===== config.mk =====
export PLATFORM = sky130hd
export DESIGN_NAME = mdio_autocfg
export DESIGN_NICKNAME = d
export VERILOG_FILES = /design/src/rtl/mdio_autocfg_pkg.sv /design/src/rtl/mdio_mdc_gen.sv /design/src/rtl/mdio_frame_tx.sv /design/src/rtl/mdio_autocfg.sv
export SDC_FILE = /design/constraint.sdc
export NUM_CORES = 1
export LEC_CHECK = 0
export BUFFER_PORTS_ARGS = -buffer_cell sky130_fd_sc_hd__buf_2
export CELL_PAD_IN_SITES_DETAIL_PLACEMENT = 1
export CELL_PAD_IN_SITES_GLOBAL_PLACEMENT = 2
export CORE_AREA = 2 2 120 122
export DETAILED_ROUTE_END_ITERATION = 8
export DIE_AREA = 0 0 122 124
export HOLD_SLACK_MARGIN = 0.12
export PLACE_DENSITY = 0.82
export SKIP_CTS_REPAIR_TIMING = 1
export SLEW_MARGIN = 20
export SYNTH_ARGS = -nofsm -noshare
export SYNTH_HDL_FRONTEND = slang
export SYNTH_SLANG_ARGS = --single-unit

===== constraint.sdc =====
create_clock -name clk -period 2.78 [get_ports clk]
set_input_delay 0.556 -clock clk [delete_from_list [all_inputs] [get_ports clk]]
set_output_delay 0.556 -clock clk [all_outputs]
set_load 0.005 [all_outputs]

===== src/rtl/mdio_autocfg_pkg.sv =====
package mdio_autocfg_pkg;
   localparam int PHY_AW = 5;
   localparam int REG_AW = 5;
   localparam int DATA_W = 16;
   localparam int HDR_W  = 2 + 2 + PHY_AW + REG_AW + 2;

   localparam logic [1:0] SOF_CODE = 2'b01;
   localparam logic [1:0] OP_WRITE = 2'b01;
   localparam logic [1:0] TA_WRITE = 2'b10;

   localparam logic [REG_AW-1:0] REG_CTRL = 5'd0;
   localparam logic [REG_AW-1:0] REG_ADVA = 5'd4;
   localparam logic [REG_AW-1:0] REG_ADVB = 5'd5;
   localparam logic [DATA_W-1:0] CTRL_RENEG = 16'h1200;

   typedef enum logic [1:0] {STEP_ADVA, STEP_ADVB, STEP_RENEG} step_e;
   typedef enum logic [1:0] {SQ_IDLE, SQ_RUN, SQ_DONE} seq_e;
   typedef enum logic [1:0] {TX_IDLE, TX_SHIFT, TX_GAP} tx_e;
endpackage


===== src/rtl/mdio_mdc_gen.sv =====
module mdio_mdc_gen #(
   parameter int CLK_DIV = 20
) (
   input  logic clk,
   input  logic rst_n,
   output logic mdc_o,
   output logic fall_tick_o
);
   localparam int CW   = (CLK_DIV > 2) ? $clog2(CLK_DIV) : 1;
   localparam int HALF = CLK_DIV / 2;
   localparam logic [CW-1:0] LAST = CW'(CLK_DIV - 1);
   localparam logic [CW-1:0] RISE = CW'(HALF - 1);

   logic [CW-1:0] cnt_q;
   logic          mdc_q;

   always_ff @(posedge clk or negedge rst_n) begin
      if (!rst_n) begin
         cnt_q <= '0;
         mdc_q <= 1'b0;
      end else if (cnt_q == LAST) begin
         cnt_q <= '0;
         mdc_q <= 1'b0;
      end else begin
         cnt_q <= cnt_q + 1'b1;
         if (cnt_q == RISE) mdc_q <= 1'b1;
      end
   end

   assign mdc_o       = mdc_q;
   assign fall_tick_o = (cnt_q == LAST);
endmodule


===== src/rtl/mdio_frame_tx.sv =====
module mdio_frame_tx
   import mdio_autocfg_pkg::*;
#(
   parameter int PRE_LEN = 32,
   parameter int GAP_MDC = 1
) (
   input  logic              clk,
   input  logic              rst_n,
   input  logic              tick_i,
   input  logic              go_i,
   input  logic [PHY_AW-1:0] phy_i,
   input  logic [REG_AW-1:0] reg_i,
   input  logic [DATA_W-1:0] data_i,
   output logic              mdio_o,
   output logic              oe_o,
   output logic              fin_o
);
   localparam int FRAME_W = PRE_LEN + HDR_W + DATA_W;
   localparam int BW      = $clog2(FRAME_W);
   localparam int GW      = (GAP_MDC > 1) ? $clog2(GAP_MDC) : 1;
   localparam logic [BW-1:0] BIT_LAST = BW'(FRAME_W - 1);
   localparam logic [GW-1:0] GAP_LAST = GW'(GAP_MDC - 1);

   tx_e                st_q;
   logic [FRAME_W-1:0] sh_q;
   logic [BW-1:0]      bit_q;
   logic [GW-1:0]      gap_q;
   logic               oe_q;
   logic               fin_q;
   logic [FRAME_W-1:0] frame_c;

   assign frame_c = {{PRE_LEN{1'b1}}, SOF_CODE, OP_WRITE, phy_i, reg_i, TA_WRITE, data_i};

   always_ff @(posedge clk or negedge rst_n) begin
      if (!rst_n) begin
         st_q  <= TX_IDLE;
         sh_q  <= '0;
         bit_q <= '0;
         gap_q <= '0;
         oe_q  <= 1'b0;
         fin_q <= 1'b0;
      end else begin
         fin_q <= 1'b0;
         if (tick_i) begin
            unique case (st_q)
               TX_IDLE: if (go_i) begin
                  sh_q  <= frame_c;
                  bit_q <= '0;
                  oe_q  <= 1'b1;
                  st_q  <= TX_SHIFT;
               end
               TX_SHIFT: if (bit_q == BIT_LAST) begin
                  oe_q  <= 1'b0;
                  fin_q <= 1'b1;
                  gap_q <= '0;
                  st_q  <= TX_GAP;
               end else begin
                  sh_q  <= sh_q << 1;
                  bit_q <= bit_q + 1'b1;
               end
               TX_GAP: if (gap_q == GAP_LAST) st_q <= TX_IDLE;
                       else gap_q <= gap_q + 1'b1;
               default: st_q <= TX_IDLE;
            endcase
         end
      end
   end

   assign mdio_o = oe_q & sh_q[FRAME_W-1];
   assign oe_o   = oe_q;
   assign fin_o  = fin_q;
endmodule


===== src/rtl/mdio_autocfg.sv =====
module mdio_autocfg
   import mdio_autocfg_pkg::*;
#(
   parameter int CLK_DIV = 20,
   parameter int PRE_LEN = 32,
   parameter int GAP_MDC = 1
) (
   input  logic        clk,
   input  logic        rst_n,
   input  logic        start_i,
   input  logic [15:0] adv_a_i,
   input  logic [15:0] adv_b_i,
   input  logic [4:0]  phy_first_i,
   input  logic [4:0]  phy_last_i,
   output logic        mdc_o,
   output logic        mdio_o,
   output logic        mdio_oe_o,
   output logic        done_o
);
   generate
      if (CLK_DIV < 4 || (CLK_DIV % 2) != 0) begin : g_bad_div
         initial $fatal(1, "CLK_DIV must be even and at least 4");
      end
      if (PRE_LEN < 1 || GAP_MDC < 1) begin : g_bad_frame
         initial $fatal(1, "PRE_LEN and GAP_MDC must be at least 1");
      end
   endgenerate

   logic              tick;
   logic              fin;
   seq_e              sq_q;
   step_e             step_q;
   logic [PHY_AW-1:0] phy_q, last_q;
   logic [DATA_W-1:0] adva_q, advb_q;
   logic [REG_AW-1:0] reg_c;
   logic [DATA_W-1:0] data_c;

   mdio_mdc_gen #(.CLK_DIV(CLK_DIV)) u_mdc (
      .clk(clk), .rst_n(rst_n), .mdc_o(mdc_o), .fall_tick_o(tick)
   );

   always_comb begin
      unique case (step_q)
         STEP_ADVA: begin reg_c = REG_ADVA; data_c = adva_q;     end
         STEP_ADVB: begin reg_c = REG_ADVB; data_c = advb_q;     end
         default:   begin reg_c = REG_CTRL; data_c = CTRL_RENEG; end
      endcase
   end

   always_ff @(posedge clk or negedge rst_n) begin
      if (!rst_n) begin
         sq_q   <= SQ_IDLE;
         step_q <= STEP_ADVA;
         phy_q  <= '0;
         last_q <= '0;
         adva_q <= '0;
         advb_q <= '0;
      end else if (sq_q != SQ_RUN) begin
         if (start_i) begin
            sq_q   <= SQ_RUN;
            step_q <= STEP_ADVA;
            phy_q  <= phy_first_i;
            last_q <= phy_last_i;
            adva_q <= adv_a_i;
            advb_q <= adv_b_i;
         end
      end else if (fin) begin
         unique case (step_q)
            STEP_ADVA: step_q <= STEP_ADVB;
            STEP_ADVB: step_q <= STEP_RENEG;
            default: begin
               step_q <= STEP_ADVA;
               if (phy_q == last_q) sq_q <= SQ_DONE;
               else                 phy_q <= phy_q + 1'b1;
            end
         endcase
      end
   end

   mdio_frame_tx #(.PRE_LEN(PRE_LEN), .GAP_MDC(GAP_MDC)) u_tx (
      .clk(clk), .rst_n(rst_n), .tick_i(tick), .go_i(sq_q == SQ_RUN),
      .phy_i(phy_q), .reg_i(reg_c), .data_i(data_c),
      .mdio_o(mdio_o), .oe_o(mdio_oe_o), .fin_o(fin)
   );

   assign done_o = (sq_q == SQ_DONE);
endmodule


==> results of run 1 <==
==> final cells by class <==
class / instances / share of cell area [%]
multi-input combinational: 270 / 33.2
clock inverter: 8 / 1.02
timing repair buffer: 57 / 5.23
tap: 180 / 3.51
inverter: 8 / 0.468
clock buffer: 24 / 7.36
sequential: 126 / 49.2
==> cells by family (layout without fill, tap and decap cells) <==
logic type               Yosys count  after routing  synth area share (%)
AND/OR/NAND/NOR                   77             77                  6.98
adder cells (fa/ha/maj)            4              4                 0.921
multiplexers                      77             77                  15.6
XOR/XNOR                           6              6                 0.967
flip-flops                       126            126                  58.0
AO/OA/AOI/OAI                    106            106                  14.7
buffers and inverters             32             97                  2.79
==> path summary, 6_finish.rpt <==
kind | from | to | slack (ns) | cells past startpoint
setup / recovery | u_mdc.cnt_q[0] | u_tx.sh_q[4] | 0.60 | 6
hold / removal | rst_n | u_tx.sh_q[63] | 0.14 | 1
setup reg to reg | u_mdc.cnt_q[0] | u_tx.sh_q[4] | 0.60 | 6
hold reg to reg | u_tx.sh_q[34] | u_tx.sh_q[35] | 0.49 | 1
max in group asynchronous | rst_n | advb_q[9] | 1.86 | 2
min in group clk | adv_b_i[11] | advb_q[11] | 0.38 | 2
==> per-stage QoR <==
stage          util (%)  hold slack [ns]  total power, mW  cell area, sq um  setup WS, ns
6_report           46.7            0.144             4.45              6410         0.596
5_1_grt            46.7            0.172             4.68              6410         0.392
3_3_place_gp       42.8            0.469             2.47              5870         0.480
2_1_floorplan         -            0.260             2.34              5430         0.771
3_5_place_dp       42.8            0.479             2.50              5870         0.400
4_1_cts            46.7            0.156             4.52              6410         0.385
==> metal layers <==
layer / wire [um] / GRT usage, % / up-vias
li1: - / - / 1672
met1: 5200 / 20.4 / 1778
met2: 5490 / 26.6 / 46
met3: 306 / 4.67 / 14
met4: 195 / 6.54 / 0
met5: 0 / 0 / -
==> cells in the final DEF, fill, tap and decap left out, drive strengths merged, types with 3 or more instances in the layout <==
cell type  netlist  final
a211oi           3      3
a21oi           10     10
a221oi           3      3
a22o             8      8
a2bb2oi          4      4
and3             3      3
buf             13     57
clkbuf          11     24
clkinv           0      7
dfrtp          126    126
ha               4      4
inv              8      8
mux2            60     60
mux2i           17     17
nand2           36     36
nand2b           6      6
nand3            7      7
nor2            14     14
nor2b            3      3
o21ai           21     21
o22a            36     36
o22ai            7      7
xor2             5      5
==> power by group <==
group	switching, mW	internal (mW)
Combinational	0.169	0.197
Sequential	0.101	2.00
Clock	0.728	1.26
==> worst register-to-register path: stages, from the launching register on <==
cell,delay [ns]
dfrtp_1,0.40
ha_1,0.28
and4bb_2,0.34
nand2b_2,0.12
a211oi_4,0.21
buf_12,0.31
mux2_2,0.41
==> sequential cells by signal, indices dropped and copies added, names as in the netlist <==
name,count
u_tx.bit_q,6
u_tx.oe_o,1
phy_q,5
adva_q,16
u_tx.st_q,2
u_tx.fin_o,1
u_tx.sh_q,64
step_q,2
u_mdc.mdc_o,1
advb_q,16
u_mdc.cnt_q,5
sq_q,2
last_q,5
==> flow_results.org, run 1 <==
** STA
- The final count of pins violating max slew was 0.
- The number of endpoints with negative hold slack in the final report is 0.
- Slew at the pin with the worst max-slew slack :: 0.887 ns
- Clock skew after layout :: roughly 0.0052 ns
- Maximum frequency from static timing analysis :: ~0.46 GHz
- The worst pin sits at a relative slew slack of 40.7%.
- Final Critical Period :: 2.18 ns
- Setup TNS :: 0 ns
- Setup violations remaining at the end of the flow were counted as 0.
- In the finished design, the share of the clock period the worst path needs comes to between 70% and 80%.
- RSZ-0062 raised after global routing :: no

** Route
- Dividing the detail-routed wire length by the instance count gives about 17 um.
- The first detailed-routing pass took 4 iterations.
- Vias after detailed routing :: 3510
- Remaining routing DRC violations :: 0
- The detailed router finished its first iteration with between 100 and 150 violations.
- Sum of routed wire length over all layers :: between 10000 and 15000 um
- Using the TritonRoute via totals, the vias-per-cell ratio works out to roughly 5.2.
- The detail route stage leaves a number of antenna-violating nets equal to 0.

** Die
- The initial utilization of the core area, before any placement, comes to ~40%.
- Num rows :: 43
- Measured along the x axis, the die boundary spans roughly 120 um.
- The core region is ~14000 sq um.
- The floorplan step set the die height to 124 um.
- The floorplan step defined a die boundary enclosing 15100 sq um.
- Count of pins on the block boundary :: 49

** Clocking
- TritonCTS built the clock tree.
- The H-tree was split into 4 levels.
- For this design, the sink count on the clock tree is 126.
- At the later pin of the worst-skew pair, clock insertion delay measures around 0.41 ns.
- Clock buffer depth :: 2
- Clk slew on worst S/H paths :: 0.05 ns
- Master cell of the clock root buffer :: clkbuf_16
- Clock buffers created by TritonCTS :: 17

** Status
- Status :: complete, no violations

** Synth
- Most used standard cell by instance count after synthesis :: dfrtp_1
- Counting every net in the synthesized netlist gives 477.
- Post-synth EDFFs :: 0
- Cell variety after synth :: 47
- For this run, asynchronously set or reset flops after synthesis account for 100%.
- Yosys warnings :: 0
- Flip-flop and latch count after synthesis :: around 130
- Synth cell count leaders :: dfrtp_1, mux2_2, nand2_1, o22a_1, o21ai_0
- For this run, the register share of the synthesized area comes to between 50% and 60%.
- Dividing the synthesized area by the synthesized cell count gives around 13 sq um.
- Dominant cell type by area after synthesis :: dfrtp_1
- Proportion of netlist area held by the largest area contributor :: approximately three fifths
- Most used flip-flop cell after synthesis :: dfrtp_1
- Synthesized cell area :: around 5400 sq um
- Synthesis produced 428 cells.
- Yosys attributes the largest share of cell area to dfrtp_1, mux2_2, o22a_1.

** Critical path
- Count of buffering cells on the critical path with inverters included :: 1
- Slowest cell on crit path :: dfrtp_1
- Kind of critical path :: reg2reg
- Traced cell by cell, the critical path runs through ha_1 > and4bb_2 > nand2b_2 > a211oi_4 > buf_12 > mux2_2.
- Biggest fanout along the worst timing path :: 61
- In this design, the largest share of critical-path delay is due to simple AND/OR/NAND/NOR gates.
- STA classifies the critical path startpoint as a register.
- STA classifies the critical path endpoint as a register.
- At the worst endpoint, the arrival time is ~2.5 ns.
- On the worst path, the slowest cell contributes a delay of 0.40 ns.
- STA puts the critical path data required time at 3.07 ns.

** Power and ir drop
- VDD sags by at most 0.448 mV.
- Ratio of total power to cell area :: 695 nW/um^2
- Summed over all cells, the static leakage comes to 2.74 nW.

** Global route
- Pin count of the biggest net entering global routing :: 62
- Global-route usage over all layers :: between 10% and 20%
- The total overflow left after global routing is 0.
- Global-route wire length before repair :: about 19000 um
- Initial antenna violation count :: 0
- Number of global-route vias before repair :: around 3800

** Placed design
- Number of instances in the placed design :: about 640
- Port buffering added 48 buffers.
- Post-DP HPWL :: ~7300 um
- GPL Wtd Cong :: 0.791

** Cells and area
- Antenna cell count :: 0
- Fill cell count :: about 1500
- Cells with a size suffix above 1 make up 30.2% of the layout.
- Leaving out filler cells and counting taps, the final layout contains between 600 and 700.
- Multi-input gate area :: between 2000 and 2500 sq um
- In the final layout, flip-flops and latches occupy roughly 3200 sq um.
- The area growth from synthesis to layout is 18.0%.
- The final layout contains 529 nets.

** Job
- Max-cap violations in this run came to 0.

** Hold path
- Hold Path Class :: in2async
Power figures use the tool's default switching activity.
==> run 2, diff against run 1 <==
- CORE_AREA: 2 2 120 122 -> 2 2 125 127
- DIE_AREA: 0 0 122 124 -> 0 0 127 129
- PLACE_DENSITY: 0.82 -> 0.8
- clock period: 2.78 -> 1.9 ns (I/O delays scaled with it)
==> run 2 against run 1 <==
Setup slack worse by 0.57 ns. Final area increased by 5.9%. Core utilization shrank 1.4 points. Critical path depth increased by 1. Total power is 49% higher. Hold slack worse by 0.073 ns. Largest cell class unchanged.
==> flow_results.org, run 2 (synthesis results as in run 1) <==
** Power and ir drop
- Static leakage :: 2.93 nW (was 2.74 nW)
- The proportion of power drawn by the clock network is 45.0% (was 44.7%).
- Total power :: 6.64 mW (was 4.45 mW)
- Cell-internal power :: 5.05 mW (was 3.46 mW)
- The peak supply drop came to 0.551 mV (was 0.448 mV).
- The power density over the cells was 979 nW/um^2 (was 695 nW/um^2).
- The proportion of power drawn by flip-flops and latches was 46.2% (was 47.1%).
- Part of the power in combinational logic :: 8.8% (was 8.2%)
- The switching component of the power came to 1.60 mW (was 0.998 mW).
- The net switching fraction of the power was 24.0% (was 22.4%).

** Route
- The number of nets with antenna violations after routing came to 0 (unchanged).
- The first-pass detailed-route iteration total is 4 (unchanged).
- The per-cell routed wire length was 16.9 um (was 16.6 um).
- The number of remaining DRC errors was 0 (unchanged).
- The total routed wirelength is 11900 um (was 11200 um).
- Drt via density :: 5.17 (was 5.22)
- The starting DRC count in detailed routing was 148 (was 145).
- Vias after detailed routing :: 3646 (was 3510)

** Global route
- The wire length of the first global-routing pass is 19700 um (was 18900 um).
- Pin count of the biggest net entering global routing :: 127 (was 62)
- Number of global-route vias before repair :: 3967 (was 3784)
- Initial antenna violation count :: 0 (unchanged)
- Total congestion overflow :: 0 (unchanged)
- The combined global-route utilization of all metal layers is 15.4% (was 16.3%).

** Clocking
- Clk slew on worst S/H paths :: 0.06 ns (was 0.05 ns)
- The maximum number of buffers from clock root to sink is 2 (unchanged).
- Total number of clock tree sinks :: 126 (unchanged)
- The CTS root buffer is clkbuf_16 (unchanged).
- The number of buffers inserted during clock tree synthesis was 17 (unchanged).
- Clock H-tree levels :: 4 (unchanged)
- Clock latency reported for the late side of the worst-skew pair :: 0.42 ns (was 0.41 ns)
- The clock tree from TritonCTS is done (unchanged).

** Die
- The area of the die is 16400 sq um (was 15100 sq um).
- Num rows :: 45 (was 43)
- The die height came to 129 um (was 124 um).
- The core area was 15000 sq um (was 13700 sq um).
- Initial Util :: 36.3% (was 39.6%)
- Count of pins on the block boundary :: 49 (unchanged)
- The width of the chip is 127 um (was 122 um).

** Cells and area
- Registers with the most flip-flops: u_tx.sh_q x64, adva_q x16, advb_q x16 (unchanged).
- Top library cells by usage in the layout, fill and taps aside :: dfrtp_1, mux2_2, buf_2 (unchanged)
- Commonest non-fill, non-tap cell in the layout :: dfrtp_1 (unchanged)
- The antenna diode count came to 0 (unchanged).
- Register bank with the most flops :: u_tx.sh_q (unchanged)
- The count of nets after finishing came to 554 (was 529).
- Flip-flop count of the largest register after layout :: 64 (unchanged)
- The fraction of layout instances using a drive strength above 1 was 35.0% (was 30.2%).
- Area Overhead vs Synth :: 24.9% (was 18.0%)
- The finished layout cell area was 6790 sq um (was 6410 sq um).

** STA
- The post-layout minimum cycle time is 1.88 ns (was 2.18 ns).
- Final setup violation count :: 0 (unchanged)
- Clock skew after layout :: 0.00759 ns (was 0.00524 ns)
- The slew at the pin closest to its max-slew limit is 0.688 ns (was 0.887 ns).
- RSZ-0062 raised after global routing :: yes (was no)
- Worst slew margin relative to its limit :: 54.1% (was 40.7%)
- The aggregate negative setup slack is 0 ns (unchanged).
- The portion of the clock cycle consumed by the worst path in the final layout was 98.8% (was 78.6%).
- The final count of pins violating max slew was 0 (unchanged).
- Post-route worst hold slack :: 0.0708 ns (was 0.144 ns)
- Maximum frequency from static timing analysis :: 0.533 GHz (was 0.458 GHz)
- Total count of hold-check failures in the final report :: 0 (unchanged)

** Critical path
- The required time at the worst-slack endpoint is 2.20 ns (was 3.07 ns).
- The capturing element type of the critical path is a register (unchanged).
- The element type at the critical path start was a register (unchanged).
- Kind of critical path :: reg2reg (unchanged)
- Biggest fanout along the worst timing path :: 6 (was 61)
- WP data arrival :: 2.18 ns (was 2.47 ns)

** Status
- Status :: complete, no violations (unchanged)

** Placed design
- GPL Wtd Cong :: 0.773 (was 0.791)
- Post-DP HPWL :: 7540 um (was 7320 um)
- The standard cell area after detailed placement was 6110 sq um (was 5870 sq um).
- The number of port buffers came to 48 (unchanged).

** Job
- The max-capacitance violation count is 0 (unchanged).

** Hold path
- The class of the tightest hold or removal check is in2async (unchanged).
-- run 2: cell types whose count changed in the layout (fill, tap and decap cells not counted), sizes merged --
| cell | before | now |
|---|---|---|
| buf | 57 | 80 |
| bufinv | 1 | 0 |
| inv | 8 | 10 |
-- run 2: area by class of cell --
cell class,instances,area [sq um]
inverters,8,30.0
flip-flops and latches,126,3150
well taps,188,235
clock buffers,22,484
repair buffers,82,623
multi-input cells,270,2200
clock inverters,9,60.1
fillers,1584,8190
-- run 2: power groups by stage --
stage | clock network (mW) | registers, mW | logic [mW]
finish | 2.99 | 3.07 | 0.586
CTS | 3.06 | 3.07 | 0.570
floorplan | 0 | 3.06 | 0.361
global route | 3.18 | 3.10 | 0.665
global placement | 0 | 3.10 | 0.535
detailed placement | 0 | 3.11 | 0.566
-- run 2: worst paths after layout --
path	slack, ns	endpoint	startpoint	cells past startpoint
max reg2reg	0.02	u_tx.sh_q[13]	u_mdc.cnt_q[0]	7
max	0.02	u_tx.sh_q[13]	u_mdc.cnt_q[0]	7
min	0.07	phy_q[2]	rst_n	2
max in group asynchronous	1.33	u_tx.sh_q[10]	rst_n	2
min reg2reg	0.48	u_tx.sh_q[63]	u_tx.sh_q[62]	1
min in group clk	0.19	advb_q[11]	adv_b_i[11]	2
-- run 2: metrics by stage --
| step | setup slack (ns) | util [%] | cells |
|---|---|---|---|
| after floorplan | -0.00362 | - | 428 |
| after global placement | 0.0785 | 40.8 | 669 |
| after detailed placement | 0.0466 | 40.8 | 669 |
| after CTS | 0.0334 | 44.4 | 700 |
| after global routing | -0.0379 | 45.3 | 705 |
| final | 0.0234 | 45.3 | 705 |
-- run 2: routing by layer --
metal / GRT usage (%) / share of wire, %
met1: 18.6 / 45
met4: 6.21 / 1.7
met5: 0 / 0
met2: 25.9 / 50
met3: 4.70 / 3.3
-- run 2: critical path, cell delays in order (launching register included) --
cell and delay, ns:
dfrtp_1 0.40, ha_4 0.15, and4bb_2 0.27, nand2b_4 0.09, a211oi_4 0.21, buf_6 0.17
buf_12 0.14, mux2_2 0.33
==> run 3, diff against run 2 <==
- CORE_AREA: 2 2 125 127 -> 2 2 123 125
- CTS_BUF_LIST: unset -> sky130_fd_sc_hd__clkbuf_4
- DIE_AREA: 0 0 127 129 -> 0 0 125 127
- PLACE_DENSITY: 0.8 -> 0.82
==> run 3 against run 2 <==
Highest routed layer unchanged. Core utilization rose by 2.3 points. Sequential cell count stayed put. Critical path depth fell by 1. Cell count up 4.7%. Clock skew is 0.017 ns higher. Critical path type unchanged. Via count up 4.8%.
==> flow_results.org, run 3 (synthesis results as in run 1) <==
** Global route
- Initial antenna violation count :: 1 (was 0)
- The via count of the first global-routing pass is 3947 (was 3967).
- The pin count of the biggest net entering global routing is 38 (was 127).
- The wire length of the first global-routing pass is 19400 um (was 19700 um).
- The total congestion overflow after global routing came to 0 (unchanged).
- The combined global-route utilization of all metal layers was 15.4% (about the same).

** Route
- Routed Antenna Nets :: 0 (unchanged)
- The per-cell routed wire length came to 16.8 um (was 16.9 um).
- Vias after detailed routing :: 3821 (was 3646)
- The starting DRC count in detailed routing came to 157 (was 148).
- The total routed wirelength is 12400 um (was 11900 um).
- The number of remaining DRC errors is 0 (unchanged).
- First-pass detailed-route iteration total :: 4 (unchanged)
- The via-per-instance ratio was 5.18 (was 5.17).

** Placed design
- Post-DP HPWL :: 7780 um (was 7540 um)
- The final weighted congestion in routability-driven placement came to 0.763 (was 0.773).
- The number of port buffers came to 48 (unchanged).

** Clocking
- The clock sink count was 126 (unchanged).
- The CTS root buffer was clkbuf_4 (was clkbuf_16).
- The maximum number of buffers from clock root to sink is 2 (unchanged).
- The clock transition time at the flip-flop clock pins of the worst setup and hold paths came to 0.12 ns (was 0.06 ns).
- The later-pin clock latency in the skew report came to 0.56 ns (was 0.42 ns).
- TritonCTS clock tree :: done (unchanged)
- Clock H-tree levels :: 4 (unchanged)
- The number of buffers inserted during clock tree synthesis came to 17 (unchanged).

** STA
- The post-layout minimum cycle time was 1.89 ns (was 1.88 ns).
- The portion of the clock cycle consumed by the worst path in the final layout came to 99.7% (was 98.8%).
- The final worst clock skew was 0.0250 ns (was 0.00759 ns).
- The number of endpoints with negative hold slack in the final report was 0 (unchanged).
- Slew at the pin with the worst max-slew slack :: 0.455 ns (was 0.688 ns)
- Setup TNS :: 0 ns (unchanged)
- Worst slew margin relative to its limit :: 69.7% (was 54.1%)
- RSZ-0062 raised after global routing :: yes (unchanged)
- Maximum frequency from static timing analysis :: 0.528 GHz (was 0.533 GHz)
- The final count of pins violating max slew came to 0 (unchanged).
- Final setup violation count :: 0 (unchanged)

** Power and ir drop
- Total power :: 5.88 mW (was 6.64 mW)
- Maximum vdd ir drop :: 0.546 mV (was 0.551 mV)
- The power density over the cells is 856 nW/um^2 (was 979 nW/um^2).
- The leakage power was 2.92 nW (was 2.93 nW).

** Critical path
- Cell-by-cell trace of the critical path :: ha_4 > and4bb_2 > nand2b_4 > a211oi_4 > buf_12 > mux2_2 (was ha_4 > and4bb_2 > nand2b_4 > a211oi_4 > buf_6 > buf_12 > mux2_2)
- The element type at the critical path start was a register (unchanged).
- Slowest cell on crit path :: dfrtp_1 (unchanged)
- The worst reg-to-reg setup slack came to 0.007 ns (was 0.02 ns).
- The capturing element type of the critical path was a register (unchanged).
- Beginning of the worst register-to-register path :: u_mdc.cnt_q[1] (was u_mdc.cnt_q[0])
- Biggest fanout along the worst timing path :: 25 (was 6)
- CP Launch Point :: u_mdc.cnt_q[1] (was u_mdc.cnt_q[0])
- The arrival time reported for the critical path endpoint came to 2.33 ns (was 2.18 ns).
- The kind of critical path is reg2reg (unchanged).
- Last element of the critical path :: u_tx.sh_q[8] (was u_tx.sh_q[13])
- The required time at the worst-slack endpoint was 2.34 ns (was 2.20 ns).
- Worst reg-to-reg path cell count :: 6 (was 7)
- The endpoint of the worst register-to-register path is u_tx.sh_q[8] (was u_tx.sh_q[13]).
- Slowest Stage Delay on Critical Path :: 0.43 ns (was 0.40 ns)

** Cells and area
- Top library cells by usage in the layout, fill and taps aside :: dfrtp_1, mux2_2, buf_2 (unchanged)
- The count of nets after finishing came to 589 (was 554).
- The post-synthesis to final-layout area growth was 26.4% (was 24.9%).
- Register bank with the most flops :: u_tx.sh_q (unchanged)
- The fraction of layout instances using a drive strength above 1 was 32.4% (was 35.0%).
- Registers with the most flip-flops :: u_tx.sh_q x64, adva_q x16, advb_q x16 (unchanged)
- The commonest non-fill, non-tap cell in the layout is dfrtp_1 (unchanged).
- The flip-flop count of the largest register, all copies and words added was 64 (unchanged).
- Final core area utilization :: 47.6% (was 45.3%)

** Die
- Die height :: 127 um (was 129 um)
- The area of the die came to 15900 sq um (was 16400 sq um).
- The number of rows created at floorplan was 44 (was 45).
- Die W :: 125 um (was 127 um)
- The core area came to 14400 sq um (was 15000 sq um).
- The initial core utilization was 37.7% (was 36.3%).
- The I/O pin count is 49 (unchanged).

** Status
- Status :: complete, no violations (unchanged)

** Hold path
- Hold Path Class :: in2reg (was in2async)

** Job
- Reported max-cap violation count :: 0 (unchanged)
-- run 3: cell count changes in the layout (fill, tap and decap cells not counted), sizes merged --
cell | previous run | this run
buf | 80 | 78
bufinv | 0 | 4
clkbuf | 24 | 17
clkinv | 7 | 3
clkinvlp | 0 | 5
diode | 0 | 1
dlygate4sd3 | 0 | 39
inv | 10 | 11
-- run 3: layout make-up --
class	instances	area [sq um]
antenna	1	2.50
clock buffer	17	128
clock inverter	15	213
fill	1554	7560
inverter	8	30.0
multi-input combinational	270	2160
sequential	126	3150
tap	184	230
timing repair buffer	117	946
-- run 3: through the flow --
stage                     hold WS (ns)  worst slack [ns]  instance area [sq um]  instances
after floorplan                 0.0844          -0.00362                   5460        428
after global placement           0.356            0.0746                   6120        666
after detailed placement         0.370            0.0319                   6120        666
after CTS                       -0.271           0.00189                   6460        698
after global routing             0.128           -0.0601                   6870        738
final                            0.151           0.00664                   6870        738
-- run 3: per-layer routing --
metal  vias to the layer above  track usage, %  wire length, um
met1                      1967            19.1             5450
met3                        13            4.27              321
met4                         0            6.21              191
met5                         -               0                0
met2                        46            25.6             6440
li1                       1795               -                -
-- run 3: critical path: cells and delay by family (launching register included) --
kind | cells | cell delay, ns
compound gates | 1 | 0.24
fa+ha+maj | 1 | 0.15
buf+inv | 1 | 0.23
flops | 1 | 0.43
mux | 1 | 0.36
simple gates | 2 | 0.37
-- run 3: where the power goes --
group	internal, mW	total, mW	switching [mW]
logic	0.366	0.643	0.277
registers	2.91	3.07	0.160
clock network	1.06	2.16	1.10
-- run 3: how the worst min path moves through the flow --
stage / from / cells after the start / end / slack [ns]
2_1_floorplan: rst_n / 0 / adva_q[0] / 0.08
3_3_place_gp: rst_n / 1 / u_mdc.mdc_o / 0.36
3_5_place_dp: rst_n / 1 / u_mdc.mdc_o / 0.37
4_1_cts: rst_n / 1 / u_tx.sh_q[53] / -0.27
5_1_grt: phy_first_i[4] / 3 / phy_q[4] / 0.13
6_report: phy_first_i[4] / 3 / phy_q[4] / 0.15
